<file path="config.mk">
export PLATFORM = sky130hd
export DESIGN_NAME = sctl_xmit
export DESIGN_NICKNAME = d
export VERILOG_FILES = /design/src/rtl/sctl_pkg.sv /design/src/rtl/sctl_regs.sv /design/src/rtl/sctl_pick.sv /design/src/rtl/sctl_shift.sv /design/src/rtl/sctl_xmit.sv
export SDC_FILE = /design/constraint.sdc
export NUM_CORES = 1
export LEC_CHECK = 0
export BUFFER_PORTS_ARGS = -buffer_cell sky130_fd_sc_hd__buf_4
export CORE_AREA = 4 4 275 344
export CTS_CLUSTER_DIAMETER = 50
export DETAILED_ROUTE_END_ITERATION = 8
export DIE_AREA = 0 0 279 348
export GPL_ROUTABILITY_DRIVEN = 0
export PLACE_DENSITY = 0.46
export SYNTH_ARGS = -nofsm -noshare
export SYNTH_HDL_FRONTEND = slang
export SYNTH_HIERARCHICAL = 1
export SYNTH_SLANG_ARGS = --single-unit
</file>
<file path="constraint.sdc">
create_clock -name clk -period 9.1 [get_ports clk]
set_input_delay 0.455 -clock clk [delete_from_list [all_inputs] [get_ports clk]]
set_output_delay 0.455 -clock clk [all_outputs]
set_load 0.05 [all_outputs]
</file>
<file path="src/rtl/sctl_pkg.sv">
package sctl_pkg;

    localparam int EVT_W = 5;
    localparam int LEN_W = 7;
    localparam int DIV_W = 2;
    localparam logic [EVT_W-1:0] EVT_IMMEDIATE = 5'h1F;

    // Line configuration seen by the shifter
    typedef struct packed {
        logic             cs1_inv;
        logic             cs1_short;
        logic             cs0_inv;
        logic             cs0_short;
        logic [DIV_W-1:0] div_sel;
        logic             clk_inv;
    } line_cfg_t;

    typedef struct packed {
        logic      direct_wr;
        line_cfg_t line;
    } gcfg_t;

    typedef enum logic [1:0] {
        SH_IDLE,
        SH_LEAD,
        SH_BITS,
        SH_TRAIL
    } sh_state_e;

    function automatic gcfg_t decode_gcfg(input logic [15:0] w);
        gcfg_t c;
        c.line.clk_inv   = w[0];
        c.line.div_sel   = w[2:1];
        c.line.cs0_short = w[4];
        c.line.cs0_inv   = w[5];
        c.line.cs1_short = w[6];
        c.line.cs1_inv   = w[7];
        c.direct_wr      = w[8];
        return c;
    endfunction

endpackage

</file>
<file path="src/rtl/sctl_regs.sv">
module sctl_regs
    import sctl_pkg::*;
#(
    parameter int NUM_SLOTS = 8,
    parameter int DATA_W    = 32,
    parameter int ADDR_W    = 5,
    parameter int IDX_W     = 3
) (
    input  logic                              clk,
    input  logic                              rst_n,
    input  logic                              bus_we,
    input  logic [ADDR_W-1:0]                 bus_addr,
    input  logic [DATA_W-1:0]                 bus_wdata,
    input  logic                              evt_valid,
    input  logic [EVT_W-1:0]                  evt_id,
    input  logic                              launch,
    input  logic [IDX_W-1:0]                  launch_idx,
    output line_cfg_t                         line_cfg,
    output logic [NUM_SLOTS-1:0][LEN_W-1:0]   slot_len_m1,
    output logic [NUM_SLOTS-1:0]              slot_dev1,
    output logic [NUM_SLOTS-1:0][DATA_W-1:0]  slot_data,
    output logic [NUM_SLOTS-1:0]              pend
);

    typedef struct packed {
        gcfg_t                             cfg;
        logic [NUM_SLOTS-1:0][EVT_W-1:0]   evt;
        logic [NUM_SLOTS-1:0][LEN_W-1:0]   len_m1;
        logic [NUM_SLOTS-1:0]              dev1;
        logic [NUM_SLOTS-1:0][DATA_W-1:0]  data;
        logic [NUM_SLOTS-1:0]              pend;
    } reg_state_t;

    reg_state_t s_d, s_q;

    logic                 gwrite;
    logic                 imm_fire;
    logic [NUM_SLOTS-1:0] hit;
    logic [NUM_SLOTS-1:0] clr_mask;

    assign gwrite   = bus_we && (bus_addr == '0);
    assign imm_fire = gwrite && bus_wdata[3];
    assign clr_mask = launch ? (NUM_SLOTS'(1) << launch_idx) : '0;

    // Per-slot trigger match
    for (genvar g = 0; g < NUM_SLOTS; g++) begin : g_hit
        assign hit[g] = (evt_valid && (evt_id != EVT_IMMEDIATE) && (s_q.evt[g] == evt_id))
                     || (imm_fire && (s_q.evt[g] == EVT_IMMEDIATE));
    end

    always_comb begin
        s_d = s_q;
        if (gwrite) begin
            s_d.cfg = decode_gcfg(bus_wdata[15:0]);
        end else if (bus_we && s_q.cfg.direct_wr) begin
            for (int i = 0; i < NUM_SLOTS; i++) begin
                if (bus_addr == ADDR_W'(2 * i + 1)) begin
                    s_d.evt[i]    = bus_wdata[EVT_W-1:0];
                    s_d.len_m1[i] = bus_wdata[8 +: LEN_W];
                    s_d.dev1[i]   = bus_wdata[15];
                end
                if (bus_addr == ADDR_W'(2 * i + 2)) begin
                    s_d.data[i] = bus_wdata;
                end
            end
        end
        // a new trigger wins over the clear of the slot just launched
        s_d.pend = (s_q.pend & ~clr_mask) | hit;
    end

    always_ff @(posedge clk or negedge rst_n) begin
        if (!rst_n) begin
            s_q <= '0;
        end else begin
            s_q <= s_d;
        end
    end

    assign line_cfg    = s_q.cfg.line;
    assign slot_len_m1 = s_q.len_m1;
    assign slot_dev1   = s_q.dev1;
    assign slot_data   = s_q.data;
    assign pend        = s_q.pend;

endmodule

</file>
<file path="src/rtl/sctl_pick.sv">
module sctl_pick #(
    parameter int NUM_SLOTS = 8,
    parameter int IDX_W     = 3
) (
    input  logic [NUM_SLOTS-1:0] req,
    output logic                 any,
    output logic [IDX_W-1:0]     idx
);

    always_comb begin
        any = |req;
        idx = '0;
        for (int i = NUM_SLOTS - 1; i >= 0; i--) begin
            if (req[i]) begin
                idx = IDX_W'(i);
            end
        end
    end

endmodule

</file>
<file path="src/rtl/sctl_shift.sv">
module sctl_shift
    import sctl_pkg::*;
#(
    parameter int DATA_W = 32
) (
    input  logic              clk,
    input  logic              rst_n,
    input  logic              start,
    input  logic [LEN_W-1:0]  len_m1,
    input  logic              dev1,
    input  logic [DATA_W-1:0] data,
    input  line_cfg_t         cfg,
    output logic              ser_clk,
    output logic              ser_data,
    output logic              ser_cs0,
    output logic              ser_cs1,
    output logic              busy,
    output logic              done
);

    typedef struct packed {
        sh_state_e         st;
        logic              phase;
        logic [DIV_W-1:0]  cnt;
        logic [DIV_W-1:0]  half_m1;
        logic [LEN_W-1:0]  bit_idx;
        logic              dev1;
        logic              shrt;
        logic [DATA_W-1:0] data;
        logic              o_clk;
        logic              o_dat;
        logic              o_cs0;
        logic              o_cs1;
        logic              done;
    } sh_t;

    sh_t  s_d, s_q;
    logic adv;
    logic fin;
    logic first_short;
    logic active;

    function automatic logic fetch_bit(input logic [DATA_W-1:0] d,
                                       input logic [LEN_W-1:0] k);
        int unsigned n;
        n = int'(k);
        if (n < DATA_W) begin
            return d[n];
        end
        return 1'b0;
    endfunction

    always_comb begin
        s_d         = s_q;
        s_d.done    = 1'b0;
        adv         = 1'b0;
        fin         = 1'b0;
        first_short = dev1 ? cfg.cs1_short : cfg.cs0_short;

        if (s_q.st == SH_IDLE) begin
            if (start) begin
                s_d.dev1    = dev1;
                s_d.shrt    = first_short;
                s_d.half_m1 = cfg.div_sel;
                s_d.bit_idx = len_m1;
                s_d.data    = data;
                s_d.phase   = 1'b0;
                s_d.cnt     = '0;
                s_d.st      = first_short ? SH_BITS : SH_LEAD;
            end
        end else begin
            if (s_q.cnt == s_q.half_m1) begin
                s_d.cnt   = '0;
                s_d.phase = ~s_q.phase;
                adv       = s_q.phase;
            end else begin
                s_d.cnt = s_q.cnt + 1'b1;
            end
            if (adv) begin
                case (s_q.st)
                    SH_LEAD:  s_d.st = SH_BITS;
                    SH_BITS: begin
                        if (s_q.bit_idx == '0) begin
                            if (s_q.shrt) begin
                                fin = 1'b1;
                            end else begin
                                s_d.st = SH_TRAIL;
                            end
                        end else begin
                            s_d.bit_idx = s_q.bit_idx - 1'b1;
                        end
                    end
                    default:  fin = 1'b1;
                endcase
            end
        end

        if (fin) begin
            s_d.st   = SH_IDLE;
            s_d.done = 1'b1;
        end

        // registered line levels follow the next state
        active    = (s_d.st != SH_IDLE);
        s_d.o_clk = cfg.clk_inv ^ ((s_d.st == SH_BITS) && s_d.phase);
        s_d.o_dat = (s_d.st == SH_BITS) ? fetch_bit(s_d.data, s_d.bit_idx) : 1'b0;
        s_d.o_cs0 = (active && !s_d.dev1) ? cfg.cs0_inv : ~cfg.cs0_inv;
        s_d.o_cs1 = (active &&  s_d.dev1) ? cfg.cs1_inv : ~cfg.cs1_inv;
    end

    always_ff @(posedge clk or negedge rst_n) begin
        if (!rst_n) begin
            s_q       <= '0;
            s_q.o_cs0 <= 1'b1;
            s_q.o_cs1 <= 1'b1;
        end else begin
            s_q <= s_d;
        end
    end

    assign ser_clk  = s_q.o_clk;
    assign ser_data = s_q.o_dat;
    assign ser_cs0  = s_q.o_cs0;
    assign ser_cs1  = s_q.o_cs1;
    assign busy     = (s_q.st != SH_IDLE);
    assign done     = s_q.done;

endmodule

</file>
<file path="src/rtl/sctl_xmit.sv">
module sctl_xmit
    import sctl_pkg::*;
#(
    parameter  int NUM_SLOTS = 8,
    parameter  int DATA_W    = 32,
    localparam int ADDR_W    = $clog2(2 * NUM_SLOTS + 1),
    localparam int IDX_W     = (NUM_SLOTS > 1) ? $clog2(NUM_SLOTS) : 1
) (
    input  logic              clk,
    input  logic              rst_n,
    input  logic              bus_we,
    input  logic [ADDR_W-1:0] bus_addr,
    input  logic [DATA_W-1:0] bus_wdata,
    input  logic              evt_valid,
    input  logic [4:0]        evt_id,
    output logic              ser_clk,
    output logic              ser_data,
    output logic              ser_cs0,
    output logic              ser_cs1,
    output logic              busy,
    output logic              done
);

    line_cfg_t                        line_cfg;
    logic [NUM_SLOTS-1:0][LEN_W-1:0]  slot_len_m1;
    logic [NUM_SLOTS-1:0]             slot_dev1;
    logic [NUM_SLOTS-1:0][DATA_W-1:0] slot_data;
    logic [NUM_SLOTS-1:0]             pend;
    logic                             pick_any;
    logic [IDX_W-1:0]                 pick_idx;
    logic                             start;

    // configuration taps for the bound checker
    logic cfg_clk_inv;
    logic cfg_cs0_inv;
    logic cfg_cs1_inv;

    assign start       = pick_any && !busy;
    assign cfg_clk_inv = line_cfg.clk_inv;
    assign cfg_cs0_inv = line_cfg.cs0_inv;
    assign cfg_cs1_inv = line_cfg.cs1_inv;

    sctl_regs #(
        .NUM_SLOTS (NUM_SLOTS),
        .DATA_W    (DATA_W),
        .ADDR_W    (ADDR_W),
        .IDX_W     (IDX_W)
    ) u_regs (
        .clk         (clk),
        .rst_n       (rst_n),
        .bus_we      (bus_we),
        .bus_addr    (bus_addr),
        .bus_wdata   (bus_wdata),
        .evt_valid   (evt_valid),
        .evt_id      (evt_id),
        .launch      (start),
        .launch_idx  (pick_idx),
        .line_cfg    (line_cfg),
        .slot_len_m1 (slot_len_m1),
        .slot_dev1   (slot_dev1),
        .slot_data   (slot_data),
        .pend        (pend)
    );

    sctl_pick #(
        .NUM_SLOTS (NUM_SLOTS),
        .IDX_W     (IDX_W)
    ) u_pick (
        .req (pend),
        .any (pick_any),
        .idx (pick_idx)
    );

    sctl_shift #(
        .DATA_W (DATA_W)
    ) u_shift (
        .clk      (clk),
        .rst_n    (rst_n),
        .start    (start),
        .len_m1   (slot_len_m1[pick_idx]),
        .dev1     (slot_dev1[pick_idx]),
        .data     (slot_data[pick_idx]),
        .cfg      (line_cfg),
        .ser_clk  (ser_clk),
        .ser_data (ser_data),
        .ser_cs0  (ser_cs0),
        .ser_cs1  (ser_cs1),
        .busy     (busy),
        .done     (done)
    );

endmodule

</file>
Yosys cells after proc, flatten, opt, wreduce, memory -nomap -nowiden
Cells that the tools add are included.
{"block": "totals", "regBits": 429, "inputBits": 46, "word_cells": 209}
{"block": "classes", "n_addsub": 2, "n_lt_le_gt_ge": 3, "eq_ne": 38, "n_shift": 1, "mux": 47, "bitwise": 8, "reduce_logical": 57}
{"operator": "$bmux W32 S3", "n": 1}
{"operator": "$mux W48", "n": 1}
{"operator": "$reduce_and A3 Y1", "n": 16}
{"operator": "$eq A5 B5 Y1 const B", "n": 9}
{"operator": "$eq A5 B4 Y1 const B", "n": 8}
{"operator": "$eq A5 B5 Y1", "n": 8}
{"operator": "$mux W7", "n": 5}
{"operator": "$mux W34", "n": 1}
{"operator": "$mux W32", "n": 1}
{"operator": "$logic_and A1 B1 Y1", "n": 24}
{"operator": "$mux W3", "n": 8}
{"operator": "$bmux W7 S3", "n": 1}
{"operator": "$eq A5 B3 Y1 const B", "n": 4}
{"operator": "$mux W1", "n": 17}
{"operator": "$lt A7 B6 Y1 const B", "n": 2}
{"operator": "$mux W2", "n": 6}
{"operator": "$eq A5 B2 Y1 const B", "n": 2}
{"operator": "$and A8 B8 Y8", "n": 1}
{"operator": "$logic_or A1 B1 Y1", "n": 8}
{"operator": "$mux W8", "n": 1}
{"operator": "$not A8 Y8", "n": 1}
{"operator": "$or A8 B8 Y8", "n": 1}
{"operator": "$reduce_or A8 Y1", "n": 1}
{"operator": "$shl A1 B3 Y8 const A", "n": 1}
{"operator": "other kinds (22)", "n": 28}

Depth between registers and ports, before layout
{"block": "depth", "depth_word": 19, "depth_mapped": 17, "mapped_depth_nobuf": 12}

Hierarchy
The synthesis kept the hierarchy.
{"module": "sctl_regs", "instances": 1, "cells_each": 1258, "area_each_um2": 17207.8}
{"module": "sctl_xmit", "instances": 1, "cells_each": 143, "area_each_um2": 2708.8}
{"module": "sctl_shift", "instances": 1, "cells_each": 302, "area_each_um2": 2685.1}
{"module": "sctl_pick", "instances": 1, "cells_each": 13, "area_each_um2": 81.3}

Least setup slack after synthesis
No wires, ideal clock.
{"block": "synth_timing", "path_type": "flip-flop to flip-flop", "from": "register u_regs.s_q, in the netlist u_regs/pend[4]", "to": "register u_shift.s_q, in the netlist u_shift/ser_data", "arrival_ns": 3.517, "setup_slack_ns": 5.497, "stages_incl_launch_ff": 13, "path_buffers": 4, "path_cell_list": "dfrtp_1 -> buf_4 -> o41ai_1 -> buf_6 -> buf_6 -> mux4_1 -> mux2_2 -> a221oi_1 -> buf_2 -> mux2i_1 -> mux2i_1 -> o211a_1 -> nor3_1"}
{"item": "from (decl)", "line_no": "sctl_regs.sv:34", "rtl": "reg_state_t s_d, s_q;"}
{"item": "from (signal assigned)", "line_no": "sctl_regs.sv:73", "rtl": "s_q <= '0;"}
{"item": "from (signal assigned)", "line_no": "sctl_regs.sv:75", "rtl": "s_q <= s_d;"}
{"item": "to (decl)", "line_no": "sctl_shift.sv:37", "rtl": "sh_t s_d, s_q;"}

==> qor.yml <==
yosys:
  syn_avg_cell_area_um2: 13.2
  synth-simple-area-share: 0.0517
  yosysSeqAreaShare: 0.473
  synthFlopType: "dfrtp_1"
  synth_cell_types: 58
  synth-compound-area-share: 0.0132
  synth.area.top_cells: "dfrtp_1 47%, mux2_2 20%, buf_4 11%"
  yosysWarnings: 6
  synth_edf_count: 0
  synthMuxAreaShare: 0.308
  netlist_area_mm2: 0.0227
  async_reset_ff_frac: 1.00
  synth_fa_ha_area_frac: 0.00276
  synth.top_cell.area_share: 0.471
  ys_ff_latch: 429
  synth_top_family_by_area: "multiplexers"
  synth_xor_area_frac: 0.0174
  yosysTopAreaCell: "dfrtp_1"
  synth_cells: 1716
  synth_nets: 1767
cells_and_area:
  fill_cells: 9368
  layout_commonest_cell: "dfrtp_1"
  final_cell_mix: "427 x dfrtp_1, 395 x mux2_2, 138 x nand2_1"
  syn_to_final_growth_pct: 4.89
  regArea_mm2: 0.0107
  diodes: 0
  nets: 1470
  multi_input_area_mm2: 0.00902
  drive_gt1_frac: 0.403
setup_path:
  rr_worst_depth: 11
  worstSetupEndpointType: "register"
  cp_max_fo: 44
  reg2reg_slack_ns: 4.35
  critPathKind: "reg -> reg"
  worstSetupStartpointType: "register"
  worst_ep_arrival_time_ns: 5.28
  r2r-start: "u_shift/s_q[52]"
  required_ns: 9.63
  r2r-end: "u_shift/ser_data"
die:
  core_mm2: 0.0912
  fp.dieW_um: 279
  dieArea_mm2: 0.0971
  ioPinCount: 52
  placementRows: 124
  fp.dieH_um: 348
  initial_core_util: 0.249
power_and_ir_drop:
  clockPowerShare: 0.348
  ir_drop_uv: 202
  switching_power_mw: 2.11
  combPwrFrac: 0.295
  p_seq_frac: 0.356
  leakage_nw: 11.7
  power_mw: 6.49
  cellInternalPower_mw: 4.38
  powerDensity_mw_per_mm2: 273
  swShare: 0.326
hold_path:
  min-delay-start: "bus_wdata[20]"
  min_path_cells: 2
  min_path_type: "in -> reg"
  hold_end: "u_regs/slot_data[116]"
clock_tree:
  insertion_delay_ns: 0.61
  cts_tree: "built"
  numCtsBuffers: 56
  post_cts_buffers: 0
  clockBufferDepth: 3
  numClockSinks: 429
  cts.reportedPaths.clkPinSlew_ns: 0.06
  cts_resized: 0
  cts-root-buf: "clkbuf_16"
  htreeDepth: 2
timing:
  finalHoldViolCount: 0
  drv_slew: 0
  tns_ns: 0
  fin_skew_ns: 0.0296
  holdWs_ns: 0.140
  setup_viol_count_final: 0
  fmax_mhz: 210
  grt_setup_unrepaired: "no"
  fin_crit_ns: 4.75
  period_share: 0.522
  relSlewSlack: 0.192
  tightest_slew_ns: 1.21
detailed_routing:
  dr.first_iter.drc_count: 586
  wl_per_cell_um: 20.1
  num_vias: 11700
  avgViaCountPerCell: 4.39
  drc: 0
  dr.pass1.iters: 4
  finalWirelength_mm: 53.5
  ant_nets: 0
global_route:
  grt_use_total: 0.110
  grt_pass1_vias: 12900
  grt_pass1_wl_mm: 82.7
  grt_antenna_before_repair: 2
  grt_overflow: 0
  grt_max_degree: 157
flow_run:
  maxCapViolCount: 0
place:
  portBuffers: 51
  dpl.hpwl_mm: 30.9
outcome:
  outcome: "finished clean"
[cell usage after synthesis (3+ instances only)]
cell,count
a21o_1,3
a32oi_1,8
and4_1,8
buf_1,15
buf_2,21
buf_4,336
buf_6,10
clkbuf_1,41
dfrtp_1,427
ha_1,5
inv_1,14
mux2_1,5
mux2_2,395
mux2_4,8
mux2i_1,27
mux4_1,80
nand2_1,141
nand3_1,11
nand4_1,10
nor2_1,23
nor2b_1,7
nor3_1,14
nor3b_1,3
o211a_1,3
o21ai_0,8
or3_1,4
or4_1,3
xnor2_1,18
xor2_1,27
[area by class of cell]
cell class                      count  area share
Timing Repair Buffer               69      0.0227
Inverter                           14     0.00221
Clock buffer                       79      0.0694
Tap cell                         1197      0.0630
Multi-Input combinational cell    849       0.379
Clock inverter                     26      0.0122
Sequential cell                   429       0.451
[flip-flops by register name, indices dropped and copies added (netlist names)]
register,count
u_shift/s_q,48
u_regs/pend,8
u_shift/ser_data,1
u_regs/s_q,41
u_shift/done,1
u_regs/slot_dev1,8
u_shift/ser_clk,1
u_shift/ser_cs0,1
u_regs/slot_len_m1,56
u_regs/line_cfg,7
u_shift/ser_cs1,1
u_regs/slot_data,256
[what timing repair did]
action / in CTS / in global routing
endpoints found under the setup margin: 0 / 0
hold endpoints to repair: 108 / 0
hold buffers: 1 / 0
[metal layers]
| metal | vias up | wire length [µm] | global-route usage |
|---|---|---|---|
| li1 | 5185 | - | - |
| met1 | 6283 | 23200 | 0.138 |
| met2 | 150 | 27500 | 0.195 |
| met3 | 66 | 1800 | 0.0208 |
| met4 | 2 | 1030 | 0.0282 |
| met5 | - | 13 | 0 |
[power by group through the flow]
stage / logic, mW / registers [mW] / clock network [mW]
floorplan: 1.60 / 2.33 / 0
global placement: 1.95 / 2.34 / 0
detailed placement: 1.98 / 2.35 / 0
CTS: 1.98 / 2.32 / 2.34
global route: 2.09 / 2.34 / 2.42
finish: 1.92 / 2.31 / 2.26
[critical path, cell delays in order (launching register included)]
cell      delay, ns
dfrtp_1        0.41
inv_1          0.10
ha_1           0.38
inv_1          0.30
nor2b_1        0.62
and2_2         0.91
nor3_1         0.13
a221oi_2       0.92
mux2i_1        0.39
mux2i_1        0.12
o211a_1        0.21
nor3_1         0.16
[stage by stage]
stage	std cells	util	cell area [µm²]	setup WS [ns]
global route	2663	0.261	23800	3.88
floorplan	1716	-	22700	5.50
global placement	2557	0.239	21800	4.06
CTS	2663	0.261	23800	4.11
finish	2663	0.261	23800	4.35
detailed placement	2557	0.239	21800	4.09
[worst max path at each step]
stage | startpoint | depth (start not counted) | end
floorplan | u_regs/pend[4] | 12 | u_shift/ser_data
global placement | u_shift/s_q[51] | 11 | u_shift/ser_data
detailed placement | u_shift/s_q[51] | 11 | u_shift/ser_data
CTS | u_shift/s_q[51] | 11 | u_shift/ser_data
global route | u_shift/s_q[51] | 11 | u_shift/ser_data
finish | u_shift/s_q[52] | 11 | u_shift/ser_data
[cells by family after synthesis]
group	count (synthesis)
buffers and inverters	438
DFF	429
muxes	515
adders and majority gates	5
and+or+nand+nor	244
xor gates and xnor gates	45
AOI/OAI and AO/OA	40
Note: power is estimated with default switching activity, not from simulation.
